File: config.mk
export PLATFORM = sky130hd
export DESIGN_NAME = prio_irq_ctrl
export DESIGN_NICKNAME = d
export VERILOG_FILES = /design/src/rtl/prio_irq_pkg.sv /design/src/rtl/irq_src_cond.sv /design/src/rtl/irq_arbiter.sv /design/src/rtl/isr_stack.sv /design/src/rtl/prio_irq_ctrl.sv
export SDC_FILE = /design/constraint.sdc
export NUM_CORES = 1
export LEC_CHECK = 0
export BUFFER_PORTS_ARGS = -buffer_cell sky130_fd_sc_hd__buf_2
export CORE_UTILIZATION = 55
export CTS_CLUSTER_SIZE = 28
export DETAILED_ROUTE_END_ITERATION = 6
export PLACE_DENSITY = 0.73
export SYNTH_ARGS = -nofsm -noshare
export SYNTH_HDL_FRONTEND = slang
export SYNTH_HIERARCHICAL = 1
export SYNTH_SLANG_ARGS = --single-unit
File: constraint.sdc
create_clock -name pclk -period 92.5 [get_ports pclk]
set_input_delay 18.5 -clock pclk [delete_from_list [all_inputs] [get_ports pclk]]
set_output_delay 18.5 -clock pclk [all_outputs]
set_load 0.01 [all_outputs]
File: src/rtl/prio_irq_pkg.sv
package prio_irq_pkg;
  localparam int LVL_W   = 3;
  localparam int NUM_LVL = 1 << LVL_W;

  typedef enum logic [1:0] {
    SENSE_HIGH = 2'd0,
    SENSE_LOW  = 2'd1,
    SENSE_FALL = 2'd2,
    SENSE_RISE = 2'd3
  } sense_mode_e;

  localparam logic [11:0] OFS_EN_SET  = 12'h080;
  localparam logic [11:0] OFS_EN_CLR  = 12'h084;
  localparam logic [11:0] OFS_RAW     = 12'h088;
  localparam logic [11:0] OFS_PEND    = 12'h08C;
  localparam logic [11:0] OFS_IRQ_VEC = 12'h090;
  localparam logic [11:0] OFS_FIQ_VEC = 12'h094;
  localparam logic [11:0] OFS_EOC     = 12'h098;
endpackage

File: src/rtl/irq_src_cond.sv
module irq_src_cond
  import prio_irq_pkg::*;
(
  input  logic        clk,
  input  logic        rst_n,
  input  logic        pin,
  input  sense_mode_e mode,
  input  logic        ack_clr,
  output logic        raw,
  output logic        req
);
  logic s1_q, s2_q, s3_q, flag_q;
  logic edge_hit, is_edge;

  always_ff @(posedge clk or negedge rst_n) begin
    if (!rst_n) begin
      s1_q <= 1'b0;
      s2_q <= 1'b0;
      s3_q <= 1'b0;
    end else begin
      s1_q <= pin;
      s2_q <= s1_q;
      s3_q <= s2_q;
    end
  end

  always_comb begin
    is_edge = mode[1];
    unique case (mode)
      SENSE_RISE: edge_hit = s2_q & ~s3_q;
      SENSE_FALL: edge_hit = ~s2_q & s3_q;
      default:    edge_hit = 1'b0;
    endcase
  end

  // a new edge wins over an acknowledge in the same cycle
  always_ff @(posedge clk or negedge rst_n) begin
    if (!rst_n) flag_q <= 1'b0;
    else        flag_q <= is_edge & ((flag_q & ~ack_clr) | edge_hit);
  end

  assign raw = s2_q;
  assign req = is_edge ? flag_q : (s2_q ^ (mode == SENSE_LOW));

  assert_flag_cleared_on_ack_R8: assert property (@(posedge clk) disable iff (!rst_n)
    (ack_clr && !edge_hit) |=> !flag_q);
  assert_flag_only_in_edge_mode_R5: assert property (@(posedge clk) disable iff (!rst_n)
    !is_edge |=> !flag_q);
endmodule

File: src/rtl/irq_arbiter.sv
module irq_arbiter
  import prio_irq_pkg::*;
#(
  parameter int NSRC = 32,
  localparam int CH_W = (NSRC > 1) ? $clog2(NSRC) : 1
) (
  input  logic [NSRC-1:0]            req,
  input  logic [NSRC-1:0][LVL_W-1:0] lvl,
  input  logic [LVL_W:0]             thr,
  output logic                       irq_valid,
  output logic [CH_W-1:0]            irq_ch,
  output logic [LVL_W-1:0]           irq_lvl,
  output logic                       fiq_valid,
  output logic [CH_W-1:0]            fiq_ch
);
  localparam logic [LVL_W:0] NONE = (LVL_W+1)'(NUM_LVL);
  logic [LVL_W:0] best;

  // scan from the top channel down so equal levels resolve to the lower channel
  always_comb begin
    irq_valid = 1'b0;
    irq_ch    = '0;
    irq_lvl   = '0;
    fiq_valid = 1'b0;
    fiq_ch    = '0;
    best      = NONE;
    for (int i = NSRC - 1; i >= 0; i--) begin
      if (req[i] && lvl[i] != '0 && {1'b0, lvl[i]} < thr && {1'b0, lvl[i]} <= best) begin
        irq_valid = 1'b1;
        irq_ch    = CH_W'(i);
        irq_lvl   = lvl[i];
        best      = {1'b0, lvl[i]};
      end
      if (req[i] && lvl[i] == '0 && thr != '0) begin
        fiq_valid = 1'b1;
        fiq_ch    = CH_W'(i);
      end
    end
  end
endmodule

File: src/rtl/isr_stack.sv
module isr_stack
  import prio_irq_pkg::*;
(
  input  logic           clk,
  input  logic           rst_n,
  input  logic           push,
  input  logic [LVL_W-1:0] push_lvl,
  input  logic           pop,
  output logic [LVL_W:0] thr
);
  localparam int DEPTH = NUM_LVL;
  localparam int CNT_W = LVL_W + 1;
  localparam logic [CNT_W-1:0] FULL = CNT_W'(DEPTH);

  logic [LVL_W-1:0] mem_q [DEPTH];
  logic [CNT_W-1:0] cnt_q;
  logic [LVL_W-1:0] top_idx;

  assign top_idx = LVL_W'(cnt_q - 1'b1);
  assign thr     = (cnt_q == '0) ? CNT_W'(NUM_LVL) : {1'b0, mem_q[top_idx]};

  always_ff @(posedge clk or negedge rst_n) begin
    if (!rst_n) begin
      cnt_q <= '0;
      for (int i = 0; i < DEPTH; i++) mem_q[i] <= '0;
    end else if (push && cnt_q != FULL) begin
      mem_q[cnt_q[LVL_W-1:0]] <= push_lvl;
      cnt_q <= cnt_q + 1'b1;
    end else if (pop && cnt_q != '0) begin
      cnt_q <= cnt_q - 1'b1;
    end
  end

  assert_no_push_when_full_R9: assert property (@(posedge clk) disable iff (!rst_n)
    push |-> cnt_q != FULL);
  assert_push_strictly_above_top_R9: assert property (@(posedge clk) disable iff (!rst_n)
    (push && cnt_q != '0) |-> push_lvl < mem_q[top_idx]);
  assert_empty_pop_ignored_R10: assert property (@(posedge clk) disable iff (!rst_n)
    (pop && !push && cnt_q == '0) |=> cnt_q == '0);
endmodule

File: src/rtl/prio_irq_ctrl.sv
module prio_irq_ctrl
  import prio_irq_pkg::*;
#(
  parameter int NSRC = 32
) (
  input  logic            pclk,
  input  logic            presetn,
  input  logic            psel,
  input  logic            penable,
  input  logic            pwrite,
  input  logic [11:0]     paddr,
  input  logic [31:0]     pwdata,
  output logic [31:0]     prdata,
  output logic            pready,
  input  logic [NSRC-1:0] src_i,
  output logic            nirq_o,
  output logic            nfiq_o
);
  localparam int CH_W = (NSRC > 1) ? $clog2(NSRC) : 1;

  logic [NSRC-1:0][LVL_W-1:0] lvl_q;
  logic [NSRC-1:0][1:0]       mode_q;
  logic [NSRC-1:0]            en_q, raw_v, req_v, ack_v;
  logic [9:0]                 word_idx;
  logic                       wr, rd, ctrl_hit, ack_irq, ack_fiq, pop;
  logic                       irq_valid, fiq_valid, nirq_q, nfiq_q;
  logic [CH_W-1:0]            irq_ch, fiq_ch;
  logic [LVL_W-1:0]           irq_lvl;
  logic [LVL_W:0]             thr;
  logic                       unused_bits;

  assign unused_bits = ^{pwdata[31:5], paddr[1:0]};
  assign pready   = 1'b1;
  assign wr       = psel & penable & pwrite;
  assign rd       = psel & penable & ~pwrite;
  assign word_idx = paddr[11:2];
  assign ctrl_hit = int'(word_idx) < NSRC;
  assign ack_irq  = rd && paddr == OFS_IRQ_VEC && irq_valid;
  assign ack_fiq  = rd && paddr == OFS_FIQ_VEC && fiq_valid;
  assign pop      = wr && paddr == OFS_EOC;

  always_comb begin
    ack_v = '0;
    if (ack_irq) ack_v[irq_ch] = 1'b1;
    if (ack_fiq) ack_v[fiq_ch] = 1'b1;
  end

  always_ff @(posedge pclk or negedge presetn) begin
    if (!presetn) begin
      lvl_q  <= '1;
      mode_q <= '0;
      en_q   <= '0;
    end else if (wr) begin
      if (ctrl_hit) begin
        lvl_q[word_idx[CH_W-1:0]]  <= pwdata[LVL_W-1:0];
        mode_q[word_idx[CH_W-1:0]] <= pwdata[4:3];
      end
      if (paddr == OFS_EN_SET) en_q <= en_q | pwdata[NSRC-1:0];
      if (paddr == OFS_EN_CLR) en_q <= en_q & ~pwdata[NSRC-1:0];
    end
  end

  for (genvar g = 0; g < NSRC; g++) begin : g_src
    irq_src_cond u_cond (
      .clk     (pclk),
      .rst_n   (presetn),
      .pin     (src_i[g]),
      .mode    (sense_mode_e'(mode_q[g])),
      .ack_clr (ack_v[g]),
      .raw     (raw_v[g]),
      .req     (req_v[g])
    );
  end

  irq_arbiter #(.NSRC(NSRC)) u_arb (
    .req       (req_v & en_q),
    .lvl       (lvl_q),
    .thr       (thr),
    .irq_valid (irq_valid),
    .irq_ch    (irq_ch),
    .irq_lvl   (irq_lvl),
    .fiq_valid (fiq_valid),
    .fiq_ch    (fiq_ch)
  );

  isr_stack u_stack (
    .clk      (pclk),
    .rst_n    (presetn),
    .push     (ack_irq | ack_fiq),
    .push_lvl (ack_fiq ? '0 : irq_lvl),
    .pop      (pop),
    .thr      (thr)
  );

  always_comb begin
    prdata = '0;
    if (ctrl_hit) begin
      prdata[LVL_W-1:0] = lvl_q[word_idx[CH_W-1:0]];
      prdata[4:3]       = mode_q[word_idx[CH_W-1:0]];
    end else begin
      unique case (paddr)
        OFS_EN_SET:  prdata = 32'(en_q);
        OFS_RAW:     prdata = 32'(raw_v);
        OFS_PEND:    prdata = 32'(req_v);
        OFS_IRQ_VEC: prdata = irq_valid ? {1'b1, 31'(irq_ch)} : '0;
        OFS_FIQ_VEC: prdata = fiq_valid ? {1'b1, 31'(fiq_ch)} : '0;
        default:     prdata = '0;
      endcase
    end
  end

  always_ff @(posedge pclk or negedge presetn) begin
    if (!presetn) begin
      nirq_q <= 1'b1;
      nfiq_q <= 1'b1;
    end else begin
      nirq_q <= ~irq_valid;
      nfiq_q <= ~fiq_valid;
    end
  end
  assign nirq_o = nirq_q;
  assign nfiq_o = nfiq_q;

  assert_irq_winner_enabled_R3: assert property (@(posedge pclk) disable iff (!presetn)
    irq_valid |-> (en_q[irq_ch] && req_v[irq_ch]));
  assert_irq_above_service_R9: assert property (@(posedge pclk) disable iff (!presetn)
    irq_valid |-> ({1'b0, irq_lvl} < thr && irq_lvl == lvl_q[irq_ch]));
  assert_fiq_is_level0_R7: assert property (@(posedge pclk) disable iff (!presetn)
    fiq_valid |-> (lvl_q[fiq_ch] == '0 && en_q[fiq_ch]));
  assert_fiq_masked_in_level0_R11: assert property (@(posedge pclk) disable iff (!presetn)
    (thr == '0) |=> nfiq_o);
  assert_single_ack_R8: assert property (@(posedge pclk) disable iff (!presetn)
    $onehot0(ack_v));
endmodule

# == Word level (Yosys, flattened, before mapping) ==
# Index checks and enable logic that the tools add are counted.
# totals
register_bits,350
input_bits,81
# classes
addsub,2
order_cmp,74
eq_ne,104
mux,288
bitwise,302
reduce_logical,242
# op_table
op,n
5-bit two-way mux,65
32-bit two-way mux,6
1-bit logical AND,171
32-bit one-hot mux with 5 select lines,1
4-bit two-way mux,34
1-bit bitwise AND,131
"2-bit == test, second input constant",64
3-bit by 4-bit < comparator with 1-bit output,32
3-bit by 4-bit less-or-equal comparator with 1-bit output,31
3-bit two-way mux,38
1-bit inverter,99
1-bit two-way mux,98
96-bit bitwise mux,1
3-bit zero test,32
3-bit nonzero test,32
"12-bit by 8-bit == test with 1-bit output, second input constant",7
32-bit bitwise AND,2
64-bit bitwise mux,1
"2-bit by 1-bit == test with 1-bit output, second input constant",32
32-bit bitwise OR,2
1-bit one-hot mux with 2 select lines,32
1-bit bitwise OR,33
32-bit inverter,1
1-bit XOR,32
other kinds (24),35

# == Depth between registers and ports, before layout ==
# Gate-level depths: netlist (run 1).
# depth
word_depth,114
ltp_mapped,282

# == Hierarchy ==
# Netlist (run 1), hierarchy kept.
# by_module_without_submodules
mod,instances,cells_per_inst,area_per_inst_um2,seq_area_each_um2
prio_irq_ctrl,1,937,10518.8,4977.3
irq_arbiter,1,1115,7891.3,0.0
irq_src_cond,32,10,145.1,100.1
isr_stack,1,122,1517.7,700.7

# == Worst setup path after synthesis (run 1) ==
# Ideal clock, no wire load.
# synth_path
path_kind,reg2out
startpoint,reg u_stack.cnt_q[0]
endpoint,out prdata[4]
t_arrival_ns,44.361
t_required_ns,74.000
slack_ns,29.639
path_stages_with_launch,260
path_cell_list,dfrtp_1 buf_4 inv_1 ha_1 clkbuf_1 mux4_1 o21ai_0 nand2_1 inv_1 ha_1 a21oi_1 o2111a_1 buf_2 nand2_1 ha_1 nor2b_1 o21ai_0 a32oi_1 [... 224 more ...] o311a_1 or2_1 ha_1 a21o_1 a21oi_1 a31oi_1 a21oi_1 mux2_2 ha_1 o21ai_0 nand2b_1 a31oi_1 or2_2 or4_1 nor2_1 inv_1 clkbuf_1 o221ai_1
# synth_via
elab_chain_len,106
elab_cells_between_ends,330
classes_between,add/sub: 1; order compare: 63; mux: 167; bitwise: 1; reduce/logical: 98
# synth_rtl
item,line_no,rtl
from (decl),isr_stack.sv:16,logic [CNT_W-1:0] cnt_q;
from (signal assigned),isr_stack.sv:28,cnt_q <= cnt_q + 1'b1;
from (signal assigned),isr_stack.sv:30,cnt_q <= cnt_q - 1'b1;
4-bit by 1-bit subtractor with 4-bit output *,--,
named net u_stack.top_idx[0],isr_stack.sv:17,logic [LVL_W-1:0] top_idx;
3-bit inverter with 4-bit output (not written as such) *,isr_stack.sv:20,"assign thr = (cnt_q == '0) ? CNT_W'(NUM_LVL) : {1'b0, mem_q[top_idx]};"
3-bit binary-select mux with 3-bit select *,isr_stack.sv:20,
3-bit two-way mux (not written as such) * (2 in series),isr_stack.sv:20,
4-bit two-way mux *,isr_stack.sv:20,
named net thr[1],prio_irq_ctrl.sv:29,logic [LVL_W:0] thr;
3-bit by 4-bit < comparator with 1-bit output,irq_arbiter.sv:28,"if (req[i] && lvl[i] != '0 && {1'b0, lvl[i]} < thr && {1'b0, lvl[i]} <= best) begin"
[... 92 more ...],--,
4-bit two-way mux,irq_arbiter.sv:28,
3-bit by 4-bit less-or-equal comparator with 1-bit output,irq_arbiter.sv:28,
1-bit logical AND,irq_arbiter.sv:28,
5-bit two-way mux *,irq_arbiter.sv:28,
named net irq_ch[4],prio_irq_ctrl.sv:27,"logic [CH_W-1:0] irq_ch, fiq_ch;"
32-bit two-way mux *,prio_irq_ctrl.sv:105,"OFS_IRQ_VEC: prdata = irq_valid ? {1'b1, 31'(irq_ch)} : '0;"
32-bit one-hot mux with 5 select lines *,prio_irq_ctrl.sv:101,unique case (paddr)
5-bit two-way mux *,prio_irq_ctrl.sv:97,if (ctrl_hit) begin
to (decl),prio_irq_ctrl.sv:13,"output logic [31:0] prdata,"
# Mark *: on every way through the listed nets, which the timed path passes. The rest lies on a longest branch. The select of a mux whose other input is x is not followed.

# == Worst setup path in the final report (run 1) ==
# Ends and elaborated chain as after synthesis.

==> results.md, run 1 <==
* Min-Delay Endpoint: g_src[12].u_cond/raw
* R2R Setup Slk at 39.78 ns
* Clock buffer depth at 3
* Design area at about 0.027 mm^2
* Met1 Routed Length at 35.1 mm
* Delay-heaviest family, CP: compound AO/OA/AOI/OAI gates
* Placeable Area at approximately 0.044 mm^2
* Final wirelength at slightly below 80 mm
* Avg Cell Area, Syn at 9.85 um^2
* Post-synth ARST share at 100%
* Antenna violations before repair at 4
* Critical Path End Type: output pin
* Met3 wire len at between 6 and 7 mm
* Critical path type: flip-flop to output pin
* Final Core Density at 61.2%
* Number of vias per cell at ~6.7
* Synth area leaders: dfrtp_1, dfstp_2, mux2_2
* Initial DRT Pass Iterations at 7
* Synth top area share at between 20% and 30%
* CTS tree: yes
* Worst-skew pair later-pin latency at 0.57 ns
* Most frequent cells in the layout: dfrtp_1, mux2_2, nand2_1
* Chip width at 213 um
* Gr usage total at 34.5%
* Die ar. at between 0.04 and 0.05 mm^2
* Largest net degree at the start of global routing at 101
* Hold_buf cts at 0
* Rel. slew slack at around 18%
* Max-cap violations at 0
* Post-Synth XOR/XNOR Area at under 10%
* R2R Path End: g_src[26].u_cond/flag_q
* Fin cells at roughly 3.2k
* Hpwl dp at between 60 and 70 mm
* Adder-cell area share of the yosys netlist at just over 8%
* RSZ-0062 raised after global routing: false
* Crit start category: flip-flop
* Seq/Total Area, Yosys at a little over a third
* Fraction of layout cells with a size suffix above 1 at between 20% and 30%
* Final Net Count at roughly 2.8k
* Ports at roughly 120
* Post-Syn Area at 0.0246 mm^2
* Site Rows at 77
* Slew Limit Fails at 0
* Final setup viols at 0
* Design Power at roughly 330 uW
* Highest metal used: met4
* Number of synthesized flops with an enable pin at 0
* Power Density at about 12 mW/mm^2
* Top cell type by total area after synthesis: dfrtp_1
* Post-synthesis simple-gate area fraction at roughly 17%
* First-pass GRT wire length at 120 mm
* Die height at about 210 um
* Placed inst area at approximately 0.026 mm^2
* Proportion of synthesized area in mux cells at 13.8%
* DRT iter0 DRCs at 2429
* Total CTS buffers at 38
* Number of global-route vias before repair at a little over 20k
* Depth of the worst hold-timing path at 0
* Crit path time final at slightly above 70 ns
* Post-DRT Antenna Nets at 0
* Worst-path fanout max at 20
* Buf/Inv on CP at 20
* RD Place Congestion at a little under 1
* P_leak at 11.8 nW
* Net Count, Synth at between 2k and 3k
* FF-to-FF path depth at about 250
* Hold Path Class: flip-flop to flip-flop
* Critical Path Max Stage Delay at roughly 0.7 ns
* Outcome: complete, no violations
* Setup Fix Bufs, Post-CTS at 0
* Remaining DRCs at 0
* Initial Utilization at ~56%
* Clock sinks at 350
* Area grow syn2layout at 9.82%
* Port buffer count at roughly 110
* Worst EP arrival at 52.53 ns
* Synth Flop Type: dfrtp_1
* Most Frequent Cell on Critical Path: ha_1
* Required time worst endpoint at 74.00 ns
* Peak supply drop at ~0.000020 V
* Synth Area in Compound Gates at 19.9%
* Clock Skew at 0.0215 ns
* Setup TNS at 0 ns
* Tcrit/Tclk final at between 70 and 80%
* H-Tree Level Count at 2
* Crit path max-delay cell type: dfrtp_1
* CTS clk-pin slew, worst paths at approximately 0.060 ns
* Post-CTS resize count at 0
* Routed met2 length at 34.2 mm
* Synth Instances at about 2.5k
* R2R Path Start: u_stack/cnt_q[0]
* Ys Warns at 6
* Largest family of logic cells by synthesized area: compound AO/OA/AOI/OAI gates
* # placed instances at 3122
* Synthesized flop and latch total at between 300 and 400
* CTS Root Cell: clkbuf_16
* Synth cell types at about 110
* WL/cell at around 25 um
* Worst-Margin Slew at between 1 and 1.5 ns
* Routed via count at around 21k
* Ant diodes at 0
* Endpoints failing hold at 0
* Min-delay src: g_src[12].u_cond/s1_q
* Most common cell after layout, fill and taps aside: dfrtp_1
* Peak Freq at approximately 14 MHz
* Gr ovfl total at 0
## cells in the mapped netlist, drive strengths merged, types with 41 or more instances
library cell	n
mux2	204
nor2	103
o211ai	47
o22ai	47
a21oi	126
nand3	61
clkbuf	72
inv	136
o21ai	104
and2	50
dfrtp	252
nand2	191
mux2i	93
nand2b	41
dfstp	98
a21o	47
ha	159
a31oi	63
## how the worst max path moves through the flow
stage                      from        end  slack (ns)  cells past startpoint
6_report       u_stack/cnt_q[0]  prdata[4]       21.47                    252
5_1_grt        u_stack/cnt_q[0]  prdata[4]       17.59                    254
4_1_cts        u_stack/cnt_q[0]  prdata[4]       22.44                    252
3_5_place_dp   u_stack/cnt_q[0]  prdata[4]       23.22                    252
3_3_place_gp   u_stack/cnt_q[0]  prdata[4]       24.86                    252
2_1_floorplan  u_stack/cnt_q[0]  prdata[4]       29.64                    259
## through the flow
step	hold WS, ns	setup slack, ns
after detailed placement	0.335	23.22
after CTS	0.341	22.44
after floorplan	0.331	29.64
after global routing	0.349	17.59
after global placement	0.331	24.86
final	0.332	21.47
## layer usage
| layer | vias up | GRT usage (%) |
|---|---|---|
| li1 | 9659 | - |
| met1 | 10500 | 49.7 |
| met2 | 1011 | 51.8 |
| met3 | 146 | 6.24 |
| met4 | 0 | 13.1 |
| met5 | - | 0 |
## final cells by class
class / instances / area [um^2]
tap: 592 / 741
clock buffer: 52 / 1130
multi-input combinational: 1906 / 14800
timing repair buffer: 138 / 763
fill: 3777 / 17100
sequential: 350 / 8880
inverter: 136 / 510
clock inverter: 14 / 179
## cells by family after synthesis
family                     after synthesis
AOI/OAI and AO/OA                      679
other                                    1
and+or+nand+nor                        731
DFF                                    350
adders and majority gates              159
xor gates and xnor gates                33
buffers and inverters                  238
muxes                                  303
## sequential cells by signal, indices dropped and copies added, names as in the netlist, named ones only
signal	flops
mode_q	64
lvl_q	96
g_src.u_cond/flag_q	32
u_stack/mem_q	24
g_src.u_cond/raw	32
u_stack/cnt_q	4
nfiq_o	1
nirq_o	1
g_src.u_cond/s1_q	32
g_src.u_cond/s3_q	32
## report_power, final
group / switching, mW / leakage, nW / internal, mW / total, mW
registers: 0.00238 / 4.31 / 0.156 / 0.158
logic: 0.00991 / 6.84 / 0.00495 / 0.0149
clock network: 0.0649 / 0.643 / 0.0947 / 0.160
(Power assumes the default switching activity.)
==> inputs of run 2 (changes only) <==
==> constraint.sdc (replaced) <==
create_clock -name pclk -period 73.4 [get_ports pclk]
set_input_delay 14.68 -clock pclk [delete_from_list [all_inputs] [get_ports pclk]]
set_output_delay 14.68 -clock pclk [all_outputs]
set_load 0.01 [all_outputs]
==> results.md, run 2 (synthesis results as in run 1) <==
* # placed instances at about 3.1k
* Number of global-route vias before repair at 20.3k
* Site Rows at 77
* Largest net degree at the start of global routing at between 100 and 150
* Critical Path Max Stage Delay at roughly 0.68 ns
* Post-DRT Antenna Nets at 0
* Critical Path End Type: output pin
* Remaining DRCs at 0
* Max-cap violations at 0
* Pre-CTS setup slack at ~8.0 ns
* Initial Utilization at between 50 and 60%
* Biggest regs: lvl_q (96), mode_q (64)
* Endpoints failing hold at 0
* Antenna violations before repair at 4
* Hold Path Class: flip-flop to flip-flop
* Fraction of layout cells with a size suffix above 1 at 22.4%
* Multi-input logic area at ~0.015 mm^2
* Number of flip-flops under the largest register name at 96
* Outcome: complete, no violations
* Hold WS at about 0.35 ns
* Worst-path fanout max at 20
* PnR worst setup slack at 6.15 ns
* Fill count at 3774
* Storage cell area at roughly 0.0089 mm^2
* Die ar. at approximately 0.046 mm^2
* DRT iter0 DRCs at 2604
* Port buffer count at roughly 110
* Required time worst endpoint at 58.72 ns
* RSZ-0062 raised after global routing: false
* FF-to-FF path depth at 251
* Slew Limit Fails at 0
* Critical path type: flip-flop to output pin
* R2R Setup Slk at just over 20 ns
* Crit start category: flip-flop
* Gr ovfl total at 0
* Final Net Count at approximately 2.8k
* Setup Fix Bufs, Post-CTS at 0
* Tcrit/Tclk final at 91.6%
* Gr usage total at around 34%
* Peak Freq at between 10 and 15 MHz
* Number of vias per cell at slightly below 7
* Clock Skew at 0.0259 ns
* Min-delay src: g_src[13].u_cond/s1_q
* Die height at 213 um
* Peak supply drop at approximately 0.000022 V
* Most Frequent Cell on Critical Path: ha_1
* Most common cell after layout, fill and taps aside: dfrtp_1
* H-Tree Level Count at 2
* Worst EP arrival at 52.57 ns
* Clock sinks at 350
* Final setup viols at 0
* Area grow syn2layout at 9.43%
* Min-Delay Endpoint: g_src[13].u_cond/raw
* Placeable Area at 0.0441 mm^2
* Setup TNS at 0 ns
* Rel. slew slack at about a quarter
* Post-CTS resize count at 0
* Initial DRT Pass Iterations at 7
* P_leak at between 10 and 15 nW
* Ports at 116
* Worst-Margin Slew at ~1.1 ns
* Most frequent cells in the layout: dfrtp_1, mux2_2, nand2_1
* Worst-skew pair later-pin latency at 0.58 ns
* Register name with the most flops: lvl_q
* Fin cells at between 3k and 4k
* RD Place Congestion at 1.00
* First-pass GRT wire length at ~120 mm
* Final wirelength at slightly below 80 mm
* Hpwl dp at roughly 60 mm
* Crit path max-delay cell type: dfrtp_1
* Clock buffer depth at 3
* CTS clk-pin slew, worst paths at 0.06 ns
* R2R Path Start: u_stack/cnt_q[0]
* WL/cell at around 25 um
* Crit path time final at 67.25 ns
* Final Core Density at slightly above 60%
* CTS Root Cell: clkbuf_16
* R2R Path End: g_src[25].u_cond/flag_q
* Power Density at approximately 15 mW/mm^2
* CTS tree: yes
* Chip width at ~210 um
* Hold_buf cts at 0
* Total CTS buffers at 37
* Depth of the worst hold-timing path at 0
* Routed via count at about 21k
run 2: through the flow:
step	power, mW	cell area, um^2
final	0.406	26900
after global placement	0.220	25700
after detailed placement	0.221	25700
after CTS	0.408	26900
after global routing	0.418	26900
after floorplan	0.211	24600
run 2: layout make-up:
type	count	area share, %
multi-input cells	1906	55.0
diodes	3	0.0279
repair buffers	136	2.78
flip-flops and latches	350	33.0
clock buffers	54	3.98
clock inverters	13	0.549
well taps	592	2.75
inverters	136	1.90
run 2: metal layers:
layer  track usage, %  part of all wire [%]  routed length, um  up-vias
li1                 -                     -                  -     9642
met1             48.4                    43              34200    10600
met2             51.4                    43              34100     1010
met3             6.17                   8.2               6430      208
met4             16.4                   5.0               3950        0
met5                0                     0                  0        -
run 2: worst max-delay path, delay by kind of cell (launching register included):
| family | cells | cell delay (ns) |
|---|---|---|
| AND/OR/NAND/NOR | 52 | 9.61 |
| multiplexers | 7 | 2.57 |
| AO/OA/AOI/OAI | 139 | 27.42 |
| flip-flops | 1 | 0.68 |
| adder cells (fa/ha/maj) | 33 | 9.34 |
| buffers and inverters | 20 | 2.36 |
run 2: how the worst max path moves through the flow:
stage | from | endpoint | slack [ns] | depth (start not counted)
6_report | u_stack/cnt_q[0] | prdata[4] | 6.15 | 251
5_1_grt | u_stack/cnt_q[0] | prdata[4] | 2.02 | 252
4_1_cts | u_stack/cnt_q[0] | prdata[4] | 7.26 | 251
3_5_place_dp | u_stack/cnt_q[0] | prdata[4] | 7.98 | 251
3_3_place_gp | u_stack/cnt_q[0] | prdata[4] | 9.99 | 252
2_1_floorplan | u_stack/cnt_q[0] | prdata[4] | 14.36 | 259
run 2: power breakdown:
group	switching (mW)	internal, mW
clock network	0.0817	0.107
registers	0.00297	0.197
logic	0.0123	0.00625
total	0.0970	0.309
